**src/rtl/exc_entry_pkg.sv**
```systemverilog
package exc_entry_pkg;
  localparam int VEC_W = 8;
  localparam int LVL_W = 4;

  typedef enum logic [2:0] {
    CAUSE_NONE = 3'd0,
    CAUSE_POR  = 3'd1,
    CAUSE_MAN  = 3'd2,
    CAUSE_AERR = 3'd3,
    CAUSE_IRQ  = 3'd4,
    CAUSE_TRAP = 3'd5,
    CAUSE_GILL = 3'd6,
    CAUSE_SILL = 3'd7
  } cause_e;

  typedef enum logic [2:0] {
    ST_IDLE,
    ST_RHOLD,
    ST_RPC,
    ST_RSP,
    ST_PSR,
    ST_PPC,
    ST_RVEC,
    ST_COMMIT
  } step_e;

  typedef struct packed {
    cause_e           cause;
    logic [VEC_W-1:0] vec;
    logic [LVL_W-1:0] lvl;
  } pick_t;
endpackage

```
**src/rtl/exc_cause_arb.sv**
```systemverilog
module exc_cause_arb
  import exc_entry_pkg::*;
#(
  parameter int VEC_AERR = 9,
  parameter int VEC_GILL = 4,
  parameter int VEC_SILL = 6
) (
  input  logic             insn_done,
  input  logic             addr_err,
  input  logic             irq_req,
  input  logic [LVL_W-1:0] irq_level,
  input  logic [VEC_W-1:0] irq_vec,
  input  logic [LVL_W-1:0] cur_mask,
  input  logic             trap_exec,
  input  logic [VEC_W-1:0] trap_imm,
  input  logic             undef_dec,
  input  logic             pc_write_dec,
  input  logic             in_delay_slot,
  output pick_t            pick
);
  logic irq_ok;
  logic slot_bad;

  assign irq_ok   = irq_req && (irq_level > cur_mask);
  assign slot_bad = in_delay_slot && (undef_dec || pc_write_dec);

  always_comb begin
    pick = '{cause: CAUSE_NONE, vec: '0, lvl: '0};
    if (insn_done && addr_err) begin
      pick.cause = CAUSE_AERR;
      pick.vec   = VEC_W'(VEC_AERR);
    end else if (insn_done && irq_ok) begin
      pick.cause = CAUSE_IRQ;
      pick.vec   = irq_vec;
      pick.lvl   = irq_level;
    end else if (slot_bad) begin
      pick.cause = CAUSE_SILL;
      pick.vec   = VEC_W'(VEC_SILL);
    end else if (undef_dec && !in_delay_slot) begin
      pick.cause = CAUSE_GILL;
      pick.vec   = VEC_W'(VEC_GILL);
    end else if (trap_exec) begin
      pick.cause = CAUSE_TRAP;
      pick.vec   = trap_imm;
    end
  end
endmodule

```
**src/rtl/exc_addr_gen.sv**
```systemverilog
module exc_addr_gen
  import exc_entry_pkg::*;
#(
  parameter int XLEN = 32,
  parameter logic [XLEN-1:0] RST_BASE = '0
) (
  input  step_e            step,
  input  logic             por,
  input  logic [XLEN-1:0]  r15,
  input  logic [XLEN-1:0]  vbr,
  input  logic [XLEN-1:0]  sr,
  input  logic [XLEN-1:0]  pc,
  input  logic [VEC_W-1:0] vec,
  output logic             req,
  output logic             wr,
  output logic [XLEN-1:0]  addr,
  output logic [XLEN-1:0]  wdata
);
  localparam int WORD = 4;
  localparam int PAD  = XLEN - VEC_W - 2;

  logic [XLEN-1:0] rst_pair;
  logic [XLEN-1:0] vec_off;

  assign rst_pair = RST_BASE + (por ? XLEN'(0) : XLEN'(2 * WORD));
  assign vec_off  = {{PAD{1'b0}}, vec, 2'b00};

  always_comb begin
    req   = 1'b0;
    wr    = 1'b0;
    addr  = '0;
    wdata = '0;
    unique case (step)
      ST_RPC: begin
        req  = 1'b1;
        addr = rst_pair;
      end
      ST_RSP: begin
        req  = 1'b1;
        addr = rst_pair + XLEN'(WORD);
      end
      ST_PSR: begin
        req   = 1'b1;
        wr    = 1'b1;
        addr  = r15 - XLEN'(WORD);
        wdata = sr;
      end
      ST_PPC: begin
        req   = 1'b1;
        wr    = 1'b1;
        addr  = r15 - XLEN'(2 * WORD);
        wdata = pc;
      end
      ST_RVEC: begin
        req  = 1'b1;
        addr = vbr + vec_off;
      end
      default: ;
    endcase
  end
endmodule

```
**src/rtl/exc_seq_ctrl.sv**
```systemverilog
module exc_seq_ctrl
  import exc_entry_pkg::*;
#(
  parameter int XLEN = 32
) (
  input  logic             clk,
  input  logic             res_n,
  input  logic             nmi,
  input  pick_t            pick,
  input  logic [XLEN-1:0]  cur_r15,
  input  logic [XLEN-1:0]  cur_vbr,
  input  logic [XLEN-1:0]  cur_sr,
  input  logic [XLEN-1:0]  ret_pc,
  input  logic             mem_ready,
  input  logic [XLEN-1:0]  mem_rdata,
  output step_e            step,
  output cause_e           cause,
  output logic [XLEN-1:0]  r15_q,
  output logic [XLEN-1:0]  vbr_q,
  output logic [XLEN-1:0]  sr_q,
  output logic [XLEN-1:0]  pc_q,
  output logic [VEC_W-1:0] vec_q,
  output logic [LVL_W-1:0] lvl_q,
  output logic [XLEN-1:0]  pc_f,
  output logic [XLEN-1:0]  sp_f
);
  always_ff @(posedge clk) begin
    if (!res_n) begin
      step  <= ST_RHOLD;
      cause <= CAUSE_NONE;
    end else begin
      unique case (step)
        ST_RHOLD: begin
          cause <= nmi ? CAUSE_POR : CAUSE_MAN;
          step  <= ST_RPC;
        end
        ST_RPC: if (mem_ready) begin
          pc_f <= mem_rdata;
          step <= ST_RSP;
        end
        ST_RSP: if (mem_ready) begin
          sp_f <= mem_rdata;
          step <= ST_COMMIT;
        end
        ST_IDLE: if (pick.cause != CAUSE_NONE) begin
          cause <= pick.cause;
          vec_q <= pick.vec;
          lvl_q <= pick.lvl;
          r15_q <= cur_r15;
          vbr_q <= cur_vbr;
          sr_q  <= cur_sr;
          pc_q  <= ret_pc;
          step  <= ST_PSR;
        end
        ST_PSR: if (mem_ready) step <= ST_PPC;
        ST_PPC: if (mem_ready) step <= ST_RVEC;
        ST_RVEC: if (mem_ready) begin
          pc_f <= mem_rdata;
          sp_f <= r15_q - XLEN'(8);
          step <= ST_COMMIT;
        end
        ST_COMMIT: begin
          cause <= CAUSE_NONE;
          step  <= ST_IDLE;
        end
        default: step <= ST_IDLE;
      endcase
    end
  end
endmodule

```
**src/rtl/exc_entry_seq.sv**
```systemverilog
module exc_entry_seq
  import exc_entry_pkg::*;
#(
  parameter int XLEN     = 32,
  parameter int MASK_LSB = 4,
  parameter int VEC_AERR = 9,
  parameter int VEC_GILL = 4,
  parameter int VEC_SILL = 6
) (
  input  logic             clk,
  input  logic             res_n,
  input  logic             nmi,
  input  logic [XLEN-1:0]  cur_sr,
  input  logic [XLEN-1:0]  cur_r15,
  input  logic [XLEN-1:0]  cur_vbr,
  input  logic [XLEN-1:0]  ret_pc,
  input  logic             insn_done,
  input  logic             addr_err,
  input  logic             irq_req,
  input  logic [3:0]       irq_level,
  input  logic [7:0]       irq_vec,
  input  logic             trap_exec,
  input  logic [7:0]       trap_imm,
  input  logic             undef_dec,
  input  logic             pc_write_dec,
  input  logic             in_delay_slot,
  output logic             mem_valid,
  input  logic             mem_ready,
  output logic             mem_write,
  output logic [XLEN-1:0]  mem_addr,
  output logic [XLEN-1:0]  mem_wdata,
  input  logic [XLEN-1:0]  mem_rdata,
  output logic             exc_busy,
  output logic [2:0]       exc_cause,
  output logic             pc_load,
  output logic [XLEN-1:0]  pc_value,
  output logic             sp_load,
  output logic [XLEN-1:0]  sp_value,
  output logic             vbr_load,
  output logic [XLEN-1:0]  vbr_value,
  output logic             mask_load,
  output logic [3:0]       mask_value
);
  pick_t            pick;
  step_e            step;
  cause_e           cause;
  logic [XLEN-1:0]  r15_q, vbr_q, sr_q, pc_q, pc_f, sp_f;
  logic [VEC_W-1:0] vec_q;
  logic [LVL_W-1:0] lvl_q;
  logic             is_rst;
  logic             commit;

  exc_cause_arb #(
    .VEC_AERR(VEC_AERR), .VEC_GILL(VEC_GILL), .VEC_SILL(VEC_SILL)
  ) u_arb (
    .insn_done    (insn_done),
    .addr_err     (addr_err),
    .irq_req      (irq_req),
    .irq_level    (irq_level),
    .irq_vec      (irq_vec),
    .cur_mask     (cur_sr[MASK_LSB +: LVL_W]),
    .trap_exec    (trap_exec),
    .trap_imm     (trap_imm),
    .undef_dec    (undef_dec),
    .pc_write_dec (pc_write_dec),
    .in_delay_slot(in_delay_slot),
    .pick         (pick)
  );

  exc_seq_ctrl #(.XLEN(XLEN)) u_ctrl (
    .clk      (clk),
    .res_n    (res_n),
    .nmi      (nmi),
    .pick     (pick),
    .cur_r15  (cur_r15),
    .cur_vbr  (cur_vbr),
    .cur_sr   (cur_sr),
    .ret_pc   (ret_pc),
    .mem_ready(mem_ready),
    .mem_rdata(mem_rdata),
    .step     (step),
    .cause    (cause),
    .r15_q    (r15_q),
    .vbr_q    (vbr_q),
    .sr_q     (sr_q),
    .pc_q     (pc_q),
    .vec_q    (vec_q),
    .lvl_q    (lvl_q),
    .pc_f     (pc_f),
    .sp_f     (sp_f)
  );

  exc_addr_gen #(.XLEN(XLEN)) u_agen (
    .step (step),
    .por  (cause == CAUSE_POR),
    .r15  (r15_q),
    .vbr  (vbr_q),
    .sr   (sr_q),
    .pc   (pc_q),
    .vec  (vec_q),
    .req  (mem_valid),
    .wr   (mem_write),
    .addr (mem_addr),
    .wdata(mem_wdata)
  );

  assign is_rst     = (cause == CAUSE_POR) || (cause == CAUSE_MAN);
  assign commit     = (step == ST_COMMIT);
  assign exc_busy   = (step != ST_IDLE);
  assign exc_cause  = cause;
  assign pc_load    = commit;
  assign pc_value   = pc_f;
  assign sp_load    = commit;
  assign sp_value   = sp_f;
  assign vbr_load   = commit && is_rst;
  assign vbr_value  = '0;
  assign mask_load  = commit && (is_rst || cause == CAUSE_IRQ);
  assign mask_value = is_rst ? 4'hF : lvl_q;
endmodule

```
**config.mk**
```make
export PLATFORM = sky130hd
export DESIGN_NAME = exc_entry_seq
export DESIGN_NICKNAME = d
export VERILOG_FILES = /design/src/rtl/exc_entry_pkg.sv /design/src/rtl/exc_cause_arb.sv /design/src/rtl/exc_addr_gen.sv /design/src/rtl/exc_seq_ctrl.sv /design/src/rtl/exc_entry_seq.sv
export SDC_FILE = /design/constraint.sdc
export NUM_CORES = 1
export LEC_CHECK = 0
export ABC_CLOCK_PERIOD_IN_PS = 31300
export BUFFER_PORTS_ARGS = -buffer_cell sky130_fd_sc_hd__buf_2
export CAP_MARGIN = 20
export CORE_AREA = 2 2 110 192
export DETAILED_ROUTE_END_ITERATION = 7
export DIE_AREA = 0 0 112 194
export PLACE_DENSITY = 0.88
export SLEW_MARGIN = 20
export SYNTH_ARGS = -nofsm -noshare
export SYNTH_HDL_FRONTEND = slang
export SYNTH_SLANG_ARGS = --single-unit
```
**constraint.sdc**
```tcl
create_clock -name clk -period 31.3 [get_ports clk]
set_input_delay 6.26 -clock clk [delete_from_list [all_inputs] [get_ports clk]]
set_output_delay 6.26 -clock clk [all_outputs]
set_load 0.02 [all_outputs]
```
; Word level (Yosys, flattened, before mapping)
; Cells that the tools add are included.
[totals]
out_inout_bits = 174
elab_cells = 82
register_bits = 210
[classes]
magnitude_cmp = 1
n_bitwise = 1
n_mux = 23
reduce_logical = 26
n_addsub = 4
eq_ne = 17
[ops]
columns = operator, n
row1 = 32-bit one-hot mux with 5 select lines, 1
row2 = 32-bit one-hot mux with 2 select lines, 2
row3 = 32-bit 2-to-1 mux, 2
row4 = 11-bit 2-to-1 mux, 5
row5 = 32-bit by 10-bit adder with 32-bit output, 1
row6 = "32-bit by 3-bit adder with 32-bit output, second input constant", 1
row7 = "32-bit by 3-bit subtractor with 32-bit output, second input constant", 1
row8 = "32-bit by 4-bit subtractor with 32-bit output, second input constant", 1
row9 = 3-bit one-hot mux with 7 select lines, 1
row10 = 3-bit 2-to-1 mux, 6
row11 = "3-bit == test, second input constant", 5
row12 = "2-bit != test, second input constant", 5
row13 = "3-bit by 2-bit == test with 1-bit output, second input constant", 3
row14 = 3-bit one-hot mux with 3 select lines, 1
row15 = 3-bit nonzero test, 3
row16 = 4-bit 2-to-1 mux, 2
row17 = 2-bit OR reduction, 4
row18 = 1-bit logical AND, 7
row19 = "3-bit by 1-bit == test with 1-bit output, second input constant", 2
row20 = 3-bit AND reduction, 2
row21 = 5-bit AND reduction, 1
row22 = 5-bit OR reduction, 1
row23 = 4-bit greater-than comparator, 1
row24 = "2-bit by 1-bit != test with 1-bit output, second input constant", 2
row25 = other kinds (9), 12

; Longest topological paths before layout
[logic_depth]
ltp_word = 9
mapped_depth = 9
mapped_depth_nobuf = 8

; By module
; From an unflattened synthesis, not the netlist that was laid out.
[unflattened]
cells_unflattened = 876
hier_area_um2 = 10662.7
[modules_own_cells]
columns = mod, cells_per_inst, area_each_um2, n_inst
row1 = exc_seq_ctrl, 412, 7442.1, 1
row2 = exc_addr_gen, 356, 2444.8, 1
row3 = exc_cause_arb, 60, 421.7, 1
row4 = exc_entry_seq, 48, 354.1, 1

; Least setup slack after synthesis
; No wires, ideal clock.
[synth_path]
kind = input-to-reg
start = input cur_sr[7]
end = register u_ctrl.lvl_q[0] (enable)
setup_time_ps = 686
setup_slack_ps = 16736
t_arrival_ps = 13878
required_time_ps = 30614
stages = 8
cell_sequence = inv_1 ha_1 nand3_1 o22ai_1 o2111ai_1 nand2_1 nor2_1 a21oi_1
[synth_between]
elab_chain_len = 7
[synth_lines]
columns = element, line
row1 = "start, declared", exc_entry_seq.sv:13  ; input logic [XLEN-1:0] cur_sr,
row2 = 4-bit greater-than comparator, exc_cause_arb.sv:24  ; assign irq_ok = irq_req && (irq_level > cur_mask);
row3 = 1-bit logical AND, exc_cause_arb.sv:24
row4 = 1-bit logical AND, exc_cause_arb.sv:32  ; end else if (insn_done && irq_ok) begin
row5 = 11-bit 2-to-1 mux, exc_cause_arb.sv:32
row6 = 11-bit 2-to-1 mux, exc_cause_arb.sv:29  ; if (insn_done && addr_err) begin
row7 = 3-bit nonzero test, exc_seq_ctrl.sv:45  ; ST_IDLE: if (pick.cause != CAUSE_NONE) begin
row8 = 3-bit AND reduction (no line), n/a
row9 = "end signal, assigned", exc_seq_ctrl.sv:48  ; lvl_q <= pick.lvl;
row10 = "end, declared", exc_seq_ctrl.sv:23  ; output logic [LVL_W-1:0] lvl_q,
; No other way between the ends.
; A chain may end at the register's enable or synchronous reset.

; Worst setup path after layout
[layout_path]
start = register u_ctrl.step[1]
end = output mem_addr[16]
[layout_between]
elab_chain_len = 2
[layout_lines]
columns = element, line
row1 = "start, declared", exc_seq_ctrl.sv:16  ; output step_e step,
row2 = "start signal, assigned", exc_seq_ctrl.sv:29  ; step <= ST_RHOLD;
row3 = "start signal, assigned", exc_seq_ctrl.sv:35  ; step <= ST_RPC;
row4 = "start signal, assigned", exc_seq_ctrl.sv:39  ; step <= ST_RSP;
row5 = 3-bit == test / 3-bit by 2-bit == test with 1-bit output (equally long branches), exc_addr_gen.sv:33  ; unique case (step)
row6 = 32-bit one-hot mux with 5 select lines *, exc_addr_gen.sv:33
row7 = "end, declared", exc_entry_seq.sv:30  ; output logic [XLEN-1:0] mem_addr,
; Every way passes the cells marked *; elsewhere a longest branch is shown, timed or not.

==> results.py <==
metrics = {
    "logic_synthesis": {
        "synth_cell_types": 67,
        "synth_edf_count": 204,
        "synth_seq_cells": 210,
        "async_reset_ff_frac": 0,
        "yosys_warnings": 0,
        "yosys_most_used_dff": "edfxtp_1",
        "netlist_area_um2": 9968,
        "seq_area_frac_synth": 0.6266,
        "synth_cells": 797,
        "syn_avg_cell_area_um2": 12.51,
    },
    "clock_network": {
        "root_buffer": "clkbuf_16",
        "cts.sinks": 210,
        "cts_resized": 0,
        "cts_max_path_buffers": 3,
        "clkTransAtPathRegs_ps": 60,
        "post_cts_buffers": 0,
        "hold_buffers": 0,
        "cts_buffers": 19,
        "htree_levels": 1,
        "tritoncts": "yes",
        "worst_skew_pair.late_latency_ps": 490,
    },
    "route": {
        "antenna_left": 0,
        "vias": 7629,
        "drt-wirelength-per-cell_um": 19.46,
        "drc": 0,
        "viasPerCell": 5.524,
        "dr.pass1.iters": 5,
        "wirelength_um": 26880,
        "drt_iter0_drc": 359,
    },
    "floorplan": {
        "coreArea_um2": 20200,
        "start_util": 0.4934,
        "die_y_um": 194,
        "fp.dieW_um": 112,
        "ios": 365,
        "row_count": 69,
        "fp.dieArea_um2": 21730,
    },
    "timing": {
        "tightest_slew_ps": 1075,
        "finClkSkew_ps": 15.92,
        "max_clock_freq_mhz": 95.60,
        "setup_viol": 0,
        "finalMaxSlewViolations": 0,
        "fin_crit_sh": 0.3342,
        "tns_ps": 0,
        "period_needed_ps": 10460,
        "hold_viol": 0,
        "setup_slack_ps": 20840,
        "relSlewSlack": 0.2830,
        "rsz0062_at_grt": "false",
        "worst_hold_slack_ps": 554.5,
    },
    "setup_path": {
        "path_class": "flop to output port",
        "end_kind": "output port",
        "worstPathArrival_ps": 4200,
        "cp_slowest_cell": "nand2b_1",
        "cpPeakStageDelay_ps": 810,
        "start_kind": "flop",
        "r2r-end": "u_ctrl.sp_f[17]",
        "reg2reg_depth": 7,
        "crit_path_max_fanout": 36,
        "r2r_setup_slack_ps": 28380,
        "r2r_start": "u_ctrl.r15_q[3]",
        "cp.required_ps": 25040,
        "path_cells": "nand2b_1 > inv_1 > and2_1 > buf_4 > a22oi_1 > o21ai_0 > nand2_1 > o221ai_1 > buf_2",
    },
    "grt": {
        "grt_pass1_vias": 7538,
        "grt_pass1_wl_um": 39900,
        "track_usage": 0.2361,
        "grt_max_degree": 83,
        "antenna_found_initial": 8,
        "grt.overflow.total": 0,
    },
    "power": {
        "swShare": 0.2685,
        "power_frac_comb": 0.164,
        "power.switching_uw": 175.0,
        "p_clk_frac": 0.319,
        "irDropWorstVdd_v": 0.00005425,
        "p_per_area_nw_per_um2": 53.04,
        "intPower_uw": 476.6,
        "power.leakage_nw": 4.955,
        "seqPwrFrac": 0.516,
    },
    "placement": {
        "gp_congestion": 0.9205,
        "detailed_place_hpwl_um": 21000,
        "port_buffers": 332,
        "pre_cts_slack_ps": 21470,
    },
    "hold_path": {
        "hold_path_startpoint": "u_ctrl.cause[2]",
        "hold_class": "flop to flop",
        "hold_end": "u_ctrl.cause[2]",
        "whs_path_depth": 2,
    },
    "cells_and_area": {
        "fillers": 1673,
        "layout_common_cells": "buf_2, edfxtp_1, nand2_1",
        "synthToLayoutAreaGrowth_pct": 23.23,
        "final_common_cell": "buf_2",
        "final_nets": 1324,
        "layout-drive-gt1-share": 0.3395,
    },
    "job": {
        "maxCapViolCount": 0,
    },
    "status": {
        "run_status": "complete, no violations",
    },
}
[metal layers]
metal	part of all wire	GRT usage	vias to the layer above
met4	0.067	0.1522	6
met3	0.073	0.05189	95
met2	0.53	0.4341	363
met1	0.33	0.2353	3539
met5	0.0014	0	-
li1	-	-	3626
[cell type report]
cell class / count / area [um^2] / area share
antenna: 5 / 12.51 / 0.001019
clock buffer: 25 / 498.0 / 0.04054
clock inverter: 7 / 38.79 / 0.003157
inverter: 16 / 60.06 / 0.004889
multi-input combinational: 533 / 3420 / 0.2784
sequential: 210 / 6246 / 0.5085
tap: 248 / 310.3 / 0.02526
timing repair buffer: 337 / 1699 / 0.1383
[critical path, delay by kind of cell (launching register included)]
kind,cells,cell delay (ps)
compound gates,3,1060
simple gates,3,1180
flops,1,730
buf+inv,3,730
[how the worst max path moves through the flow]
| stage | cells past startpoint | endpoint | slack, ps | start |
|---|---|---|---|---|
| finish | 9 | mem_addr[16] | 20840 | u_ctrl.step[1] |
| global route | 9 | mem_addr[12] | 20510 | u_ctrl.step[1] |
| CTS | 9 | mem_addr[16] | 20940 | u_ctrl.step[1] |
| detailed placement | 9 | mem_addr[16] | 21470 | u_ctrl.step[1] |
| global placement | 9 | mem_addr[16] | 21520 | u_ctrl.step[1] |
| floorplan | 8 | u_ctrl.lvl_q[0] | 16740 | cur_sr[7] |
[power by group through the flow]
| stage | Clock, mW | Sequential [mW] | Combinational, mW |
|---|---|---|---|
| final | 0.208 | 0.336 | 0.107 |
| after global routing | 0.224 | 0.338 | 0.116 |
| after CTS | 0.212 | 0.336 | 0.107 |
| after detailed placement | 0 | 0.342 | 0.107 |
| after global placement | 0 | 0.341 | 0.105 |
| after floorplan | 0 | 0.344 | 0.0680 |
[through the flow]
stage	utilization	total power [mW]	area, um^2	instances
finish	0.6081	0.6516	12280	1381
global route	0.6081	0.6772	12280	1381
CTS	0.6075	0.6553	12270	1376
detailed placement	0.5809	0.4493	11740	1344
global placement	0.5809	0.4460	11740	1344
floorplan	-	0.4123	10080	828
[state kept, by name, indices dropped and copies added (netlist names)]
name / flops
u_ctrl.r15_q: 32
u_ctrl.cause: 3
u_ctrl.lvl_q: 4
u_ctrl.sr_q: 32
u_ctrl.pc_f: 32
u_ctrl.step: 3
u_ctrl.pc_q: 32
u_ctrl.vbr_q: 32
u_ctrl.sp_f: 32
u_ctrl.vec_q: 8
[logic make-up (layout without fill, tap and decap cells)]
group | Yosys count | after routing | synth area share
AOI/OAI and AO/OA | 203 | 203 | 0.1405
xor gates and xnor gates | 52 | 52 | 0.04569
adders and majority gates | 16 | 16 | 0.02084
buffers and inverters | 85 | 385 | 0.04606
DFF | 210 | 210 | 0.6266
muxes | 3 | 3 | 0.003263
other | 1 | 37 | 0.0003762
and+or+nand+nor | 227 | 227 | 0.1167
[synth_stat cells (all sizes together) (4+ instances only)]
cell type,count,share of area
a21o,6,0.0045
a21oi,23,0.012
a22o,41,0.036
a22oi,7,0.0053
a311o,5,0.0050
and2,10,0.0063
and3,8,0.0050
and4,4,0.0035
buf,36,0.028
clkbuf,33,0.012
dfxtp,6,0.012
edfxtp,204,0.61
ha,15,0.019
inv,16,0.0060
nand2,88,0.033
nand2b,6,0.0038
nand3,19,0.0095
nand4,7,0.0044
nor2,26,0.0098
nor3,22,0.012
nor4,10,0.0090
o2111ai,4,0.0035
o211ai,7,0.0053
o21ai,63,0.032
o221ai,7,0.0062
o22ai,13,0.0088
or2,6,0.0038
or3,5,0.0031
or4,7,0.0060
xnor2,25,0.022
xor2,27,0.024
Note: power is estimated with default switching activity, not from simulation.
